===== src/rtl/servoPkg.sv =====
package servoPkg;
  // Strobes handed from the servo control to the tuning datapath.
  typedef struct packed {
    logic update;  // apply a decision at this cycle's closing edge
    logic raise;   // occupancy above the upper threshold
    logic lower;   // occupancy below the lower threshold
  } servoCmd_t;
endpackage


===== src/rtl/servoCtrl.sv =====
module servoCtrl
  import servoPkg::*;
#(
  parameter int OCC_W    = 8,
  parameter int DEADBAND = 8,
  parameter int INTERVAL = 16
) (
  input  logic             clk,
  input  logic             rstN,
  input  logic             prefillDone,
  input  logic [OCC_W-1:0] occupancy,
  output servoCmd_t        cmd,
  output logic             running
);
  localparam int CNT_W = (INTERVAL > 2) ? $clog2(INTERVAL) : 1;
  localparam logic [CNT_W-1:0] LAST = CNT_W'(INTERVAL - 1);
  localparam int MID = 1 << (OCC_W - 1);
  localparam logic [OCC_W:0] HI_TH = (OCC_W+1)'(MID + DEADBAND);
  localparam logic [OCC_W:0] LO_TH = (OCC_W+1)'(MID - DEADBAND);

  logic             armed;
  logic [CNT_W-1:0] timer;
  logic             atEnd;
  logic [OCC_W:0]   occX;

  // Sticky release: the timer is frozen until the buffer is prefilled.
  always_ff @(posedge clk or negedge rstN) begin
    if (!rstN) armed <= 1'b0;
    else if (prefillDone) armed <= 1'b1;
  end

  assign atEnd = armed && (timer == LAST);

  always_ff @(posedge clk or negedge rstN) begin
    if (!rstN) timer <= '0;
    else if (armed) timer <= atEnd ? '0 : timer + 1'b1;
  end

  assign occX = {1'b0, occupancy};

  always_comb begin
    cmd.update = atEnd;
    cmd.raise  = atEnd && (occX > HI_TH);
    cmd.lower  = atEnd && (occX < LO_TH);
  end

  assign running = armed;
endmodule


===== src/rtl/servoDatapath.sv =====
module servoDatapath
  import servoPkg::*;
#(
  parameter int ACC_W = 32,
  parameter int STEP  = 1,
  parameter logic [ACC_W-1:0] NOMINAL = '0
) (
  input  logic             clk,
  input  logic             rstN,
  input  servoCmd_t        cmd,
  input  logic [ACC_W-1:0] tuneMin,
  input  logic [ACC_W-1:0] tuneMax,
  output logic [ACC_W-1:0] tuneWord,
  output logic             synthClk,
  output logic             synthTick,
  output logic             atLimit
);
  localparam logic [ACC_W:0] STEP_X = (ACC_W+1)'(STEP);

  logic [ACC_W:0]   wordX;
  logic [ACC_W:0]   target;
  logic [ACC_W-1:0] clamped;
  logic [ACC_W-1:0] phase;
  logic             msbPrev;

  assign wordX = {1'b0, tuneWord};

  // Step decision, computed one bit wider so neither direction wraps.
  always_comb begin
    if (cmd.raise)      target = wordX + STEP_X;
    else if (cmd.lower) target = (wordX < STEP_X) ? '0 : wordX - STEP_X;
    else                target = wordX;
    if (target > {1'b0, tuneMax})      clamped = tuneMax;
    else if (target < {1'b0, tuneMin}) clamped = tuneMin;
    else                               clamped = target[ACC_W-1:0];
  end

  always_ff @(posedge clk or negedge rstN) begin
    if (!rstN) tuneWord <= NOMINAL;
    else if (cmd.update) tuneWord <= clamped;
  end

  // Phase accumulator: free-running, no reference to the input clock.
  always_ff @(posedge clk or negedge rstN) begin
    if (!rstN) begin
      phase   <= '0;
      msbPrev <= 1'b0;
    end else begin
      phase   <= phase + tuneWord;
      msbPrev <= phase[ACC_W-1];
    end
  end

  assign synthClk  = phase[ACC_W-1];
  assign synthTick = phase[ACC_W-1] && !msbPrev;
  assign atLimit   = (tuneWord >= tuneMax) || (tuneWord <= tuneMin);
endmodule


===== src/rtl/fifoServoClock.sv =====
module fifoServoClock
  import servoPkg::*;
#(
  parameter int ACC_W           = 32,
  parameter int OCC_W           = 8,
  parameter int DEADBAND        = 8,
  parameter int STEP            = 1,
  parameter logic [ACC_W-1:0] NOMINAL_TUNE = 32'h0E74_BC6A,
  parameter int INTERVAL_CYCLES = 500_000_000,
  parameter bit TEST_MODE       = 1'b0,
  parameter int TEST_INTERVAL   = 64
) (
  input  logic             clk,
  input  logic             rstN,
  input  logic             prefillDone,
  input  logic [OCC_W-1:0] occupancy,
  input  logic [ACC_W-1:0] tuneMin,
  input  logic [ACC_W-1:0] tuneMax,
  output logic [ACC_W-1:0] tuneWord,
  output logic             synthClk,
  output logic             synthTick,
  output logic             updateStrobe,
  output logic             servoRunning,
  output logic             atLimit
);
  localparam int INTERVAL = TEST_MODE ? TEST_INTERVAL : INTERVAL_CYCLES;

  servoCmd_t cmd;

  servoCtrl #(
    .OCC_W(OCC_W), .DEADBAND(DEADBAND), .INTERVAL(INTERVAL)
  ) u_ctrl (
    .clk(clk), .rstN(rstN), .prefillDone(prefillDone),
    .occupancy(occupancy), .cmd(cmd), .running(servoRunning)
  );

  servoDatapath #(
    .ACC_W(ACC_W), .STEP(STEP), .NOMINAL(NOMINAL_TUNE)
  ) u_dp (
    .clk(clk), .rstN(rstN), .cmd(cmd),
    .tuneMin(tuneMin), .tuneMax(tuneMax),
    .tuneWord(tuneWord), .synthClk(synthClk),
    .synthTick(synthTick), .atLimit(atLimit)
  );

  assign updateStrobe = cmd.update;
endmodule


===== config.mk =====
export PLATFORM = sky130hd
export DESIGN_NAME = fifoServoClock
export DESIGN_NICKNAME = d
export VERILOG_FILES = /design/src/rtl/servoPkg.sv /design/src/rtl/servoCtrl.sv /design/src/rtl/servoDatapath.sv /design/src/rtl/fifoServoClock.sv
export SDC_FILE = /design/constraint.sdc
export NUM_CORES = 1
export LEC_CHECK = 0
export BUFFER_PORTS_ARGS = -buffer_cell sky130_fd_sc_hd__buf_2
export CELL_PAD_IN_SITES_DETAIL_PLACEMENT = 2
export CELL_PAD_IN_SITES_GLOBAL_PLACEMENT = 2
export CORE_ASPECT_RATIO = 1.2
export CORE_MARGIN = 2
export CORE_UTILIZATION = 37
export CTS_CLUSTER_SIZE = 30
export DETAILED_ROUTE_END_ITERATION = 16
export GPL_TIMING_DRIVEN = 0
export PLACE_DENSITY = 0.86
export SLEW_MARGIN = 20
export SYNTH_ARGS = -nofsm -noshare
export SYNTH_HDL_FRONTEND = slang
export SYNTH_SLANG_ARGS = --single-unit

===== constraint.sdc =====
create_clock -name clk -period 6.7 [get_ports clk]
set_input_delay 1.005 -clock clk [delete_from_list [all_inputs] [get_ports clk]]
set_output_delay 1.005 -clock clk [all_outputs]
set_load 0.005 [all_outputs]

==> flow_summary.json <==
{
  "ys_seq_area_share_pct": 23.7,
  "whs_ps": 447,
  "layout-drive-gt1-share_pct": 15.9,
  "synth_top_area_share_pct": 19.9,
  "required_ps": 6950,
  "slew_headroom_pct": 37.4,
  "ys_async_sr_fraction_pct": 100,
  "power_leakage_nw": 5.21,
  "worst_slack_ps": 277,
  "route.detailed.drc": 0,
  "cts_sinks": 95,
  "worstSetupStartpoint": "occupancy[0]",
  "r2r_slack_ps": 290,
  "io_buffers": 111,
  "r2r-end": "u_dp.tuneWord[17]",
  "ioPinCount": 112,
  "rows": 66,
  "core_mm2": 0.0270,
  "ys_ff_latch": 95,
  "die_h_um": 185,
  "vias": 10435,
  "grt_antenna_before_repair": 0,
  "synth_edf_count": 0,
  "wl_mm": 41.9,
  "wl_per_cell_um": 24.7,
  "grt_pass1_vias": 11578,
  "synth_area_leaders": "ha_1 20%, dfrtp_1 20%, a21oi_1 4.4%, dfstp_2 4.2%, nand2_1 4.0%",
  "gp_congestion": 0.927,
  "cp_data_arrival_time_ps": 6680,
  "synth-warning-count": 0,
  "synth_largest_area_cell": "ha_1",
  "syn2layout_area_growth_pct": 14.0,
  "synth_ff_type": "dfrtp_1",
  "status": "finished clean",
  "synth.avg_cell_area_um2": 8.27,
  "endpoint": "u_dp.tuneWord[17]",
  "drv_cap": 0,
  "synth_nets": 1460,
  "worstReg2RegStart": "u_dp.tuneWord[19]",
  "clk_pin_slew_ps": 90,
  "htreeDepth": 3,
  "start_kind": "input pin",
  "final-setup-viol-count": 0,
  "pre_cts_ws_ps": -1490,
  "clockBufferDepth": 2,
  "drtPass1Iterations": 5,
  "place_area_mm2": 0.0111,
  "grt_max_degree": 72,
  "start_util_pct": 37.5,
  "root_buffer": "clkbuf_16",
  "drt_iter0_drc": 495,
  "power.total_mw": 1.56,
  "fin_crit_ps": 6420,
  "path_class": "input pin to register",
  "grt_pass1_wl_mm": 65.5,
  "max_freq_mhz": 156,
  "ir_worst_vdd_mv": 0.106,
  "nFillCells": 3094,
  "yosysUniqueCellTypes": 75,
  "fp.dieW_um": 155,
  "yosysMostFrequentCell": "ha_1",
  "reg2reg_depth": 24,
  "tns_ps": 0,
  "final_area_mm2": 0.0115,
  "tightestPinTransition_ps": 930,
  "drv_slew": 0,
  "drt.antenna.violating_nets": 0,
  "hp-class": "register to register",
  "syn_inst": 1223,
  "ys_top_cells_by_count": "161 x ha_1, 109 x nand2_1, 88 x a21oi_1",
  "clock_latency_ps": 390,
  "multi_input_area_mm2": 0.00723,
  "end_kind": "register",
  "grtUsageTotal_pct": 29.8,
  "cts_tree": "built",
  "seqCellArea_mm2": 0.00240,
  "hold_violations": 0,
  "vias_per_cell": 6.15,
  "cp_max_fo": 10,
  "final_nets": 1589,
  "skew_ps": 21.1,
  "cts_made_buffers": 9,
  "finalCritPeriodShare_pct": 95.9,
  "hpwl_mm": 33.0,
  "syn_area_mm2": 0.0101,
  "dieArea_mm2": 0.0287,
  "grt_overflow_total": 0,
  "rsz0062_at_grt": "no",
  "antenna_cells": 0,
  "powerDensity_mw_per_mm2": 135
}
==> final cells by class <==
cell class              instances  area share [%]
flip-flops and latches         95            20.8
clock inverters                 6           0.478
inverters                      85            2.77
repair buffers                118            5.50
well taps                     340            3.69
clock buffers                  10            2.07
multi-input cells             997            62.7
plain buffers                  46            1.99
==> layer usage <==
layer,GRT usage [%],wire length (um),up-vias
met5,0,0,-
li1,-,-,4799
met2,52.5,20800,281
met4,15.6,1930,0
met3,3.63,1730,100
met1,35.6,17400,5255
==> repair_timing <==
| item | in CTS | in global routing |
|---|---|---|
| buffers inserted | 3 | 3 |
| hold buffers | 0 | 0 |
| pin swaps | 1 | 1 |
| setup endpoints to repair | 32 | 32 |
| resized for setup | 5 | 11 |
==> through the flow <==
| stage | instances | util (%) |
|---|---|---|
| final | 1697 | 42.7 |
| after floorplan | 1223 | - |
| after global routing | 1697 | 42.7 |
| after global placement | 1674 | 41.1 |
| after detailed placement | 1675 | 41.2 |
| after CTS | 1694 | 42.5 |
==> flip-flops by register name (all words and copies together) (netlist names) <==
name            flops
u_dp.msbPrev        1
u_dp.phase         32
u_ctrl.timer       29
u_dp.tuneWord      32
u_ctrl.running      1
==> layout by cell type (no fill, tap or decap), types with 6 or more instances in the layout <==
master and count:
nor3_1 29, or4_1 6, mux2i_1 32, o211ai_2 9, o211ai_1 24, inv_1 85, a21oi_1 88, nand3_1 65
or2_2 9, dfstp_2 16, ha_1 161, dfrtp_1 79, nor4_1 10, a311oi_1 6, o21a_1 9, nor2b_1 15
a31oi_1 12, xor2_1 20, clkbuf_16 9, nand2_1 109, a211oi_1 10, and3_1 22, clkbuf_1 23, buf_2 120
or3_1 13, o21ai_0 55, nor2_1 73, a21o_1 38, nand2b_1 9, xnor2_1 33, nand4_1 39, buf_4 8
==> worst min-delay path by stage <==
stage / from / end / slack [ps] / cells past startpoint
final: u_dp.phase[31] / u_dp.msbPrev / 450 / 0
after global routing: u_dp.phase[31] / u_dp.msbPrev / 470 / 0
after CTS: u_dp.phase[31] / u_dp.msbPrev / 450 / 0
after detailed placement: u_dp.phase[31] / u_dp.msbPrev / 430 / 0
after global placement: u_dp.phase[31] / u_dp.msbPrev / 420 / 0
after floorplan: u_dp.phase[31] / u_dp.msbPrev / 430 / 0
==> worst max-delay path: stages <==
cell      delay (ps)
buf_2            100
o31a_1           310
o41ai_4          440
inv_1            130
nand2_1          120
clkbuf_1         500
clkbuf_1         620
nor2_1           110
a311oi_1         270
a21oi_1          160
ha_1             340
nand2_1           70
or3_1            440
nor3_2           440
o31ai_1          220
o221ai_1         140
nor2_1            90
o211ai_1         180
buf_4            180
or2_2            110
buf_2            180
buf_2            340
o211ai_1         170
==> cells by family after synthesis <==
logic type / synth area share (%)
compound gates: 21.4
xor+xnor: 4.59
fa+ha+maj: 20.1
buf+inv: 5.37
flops: 23.7
mux: 3.39
simple gates: 21.5
==> where the power goes <==
part | switching (mW) | internal (mW)
Sequential | 0.0302 | 0.614
Combinational | 0.205 | 0.160
Clock | 0.283 | 0.268
Total | 0.518 | 1.04
(Power assumes the default switching activity.)
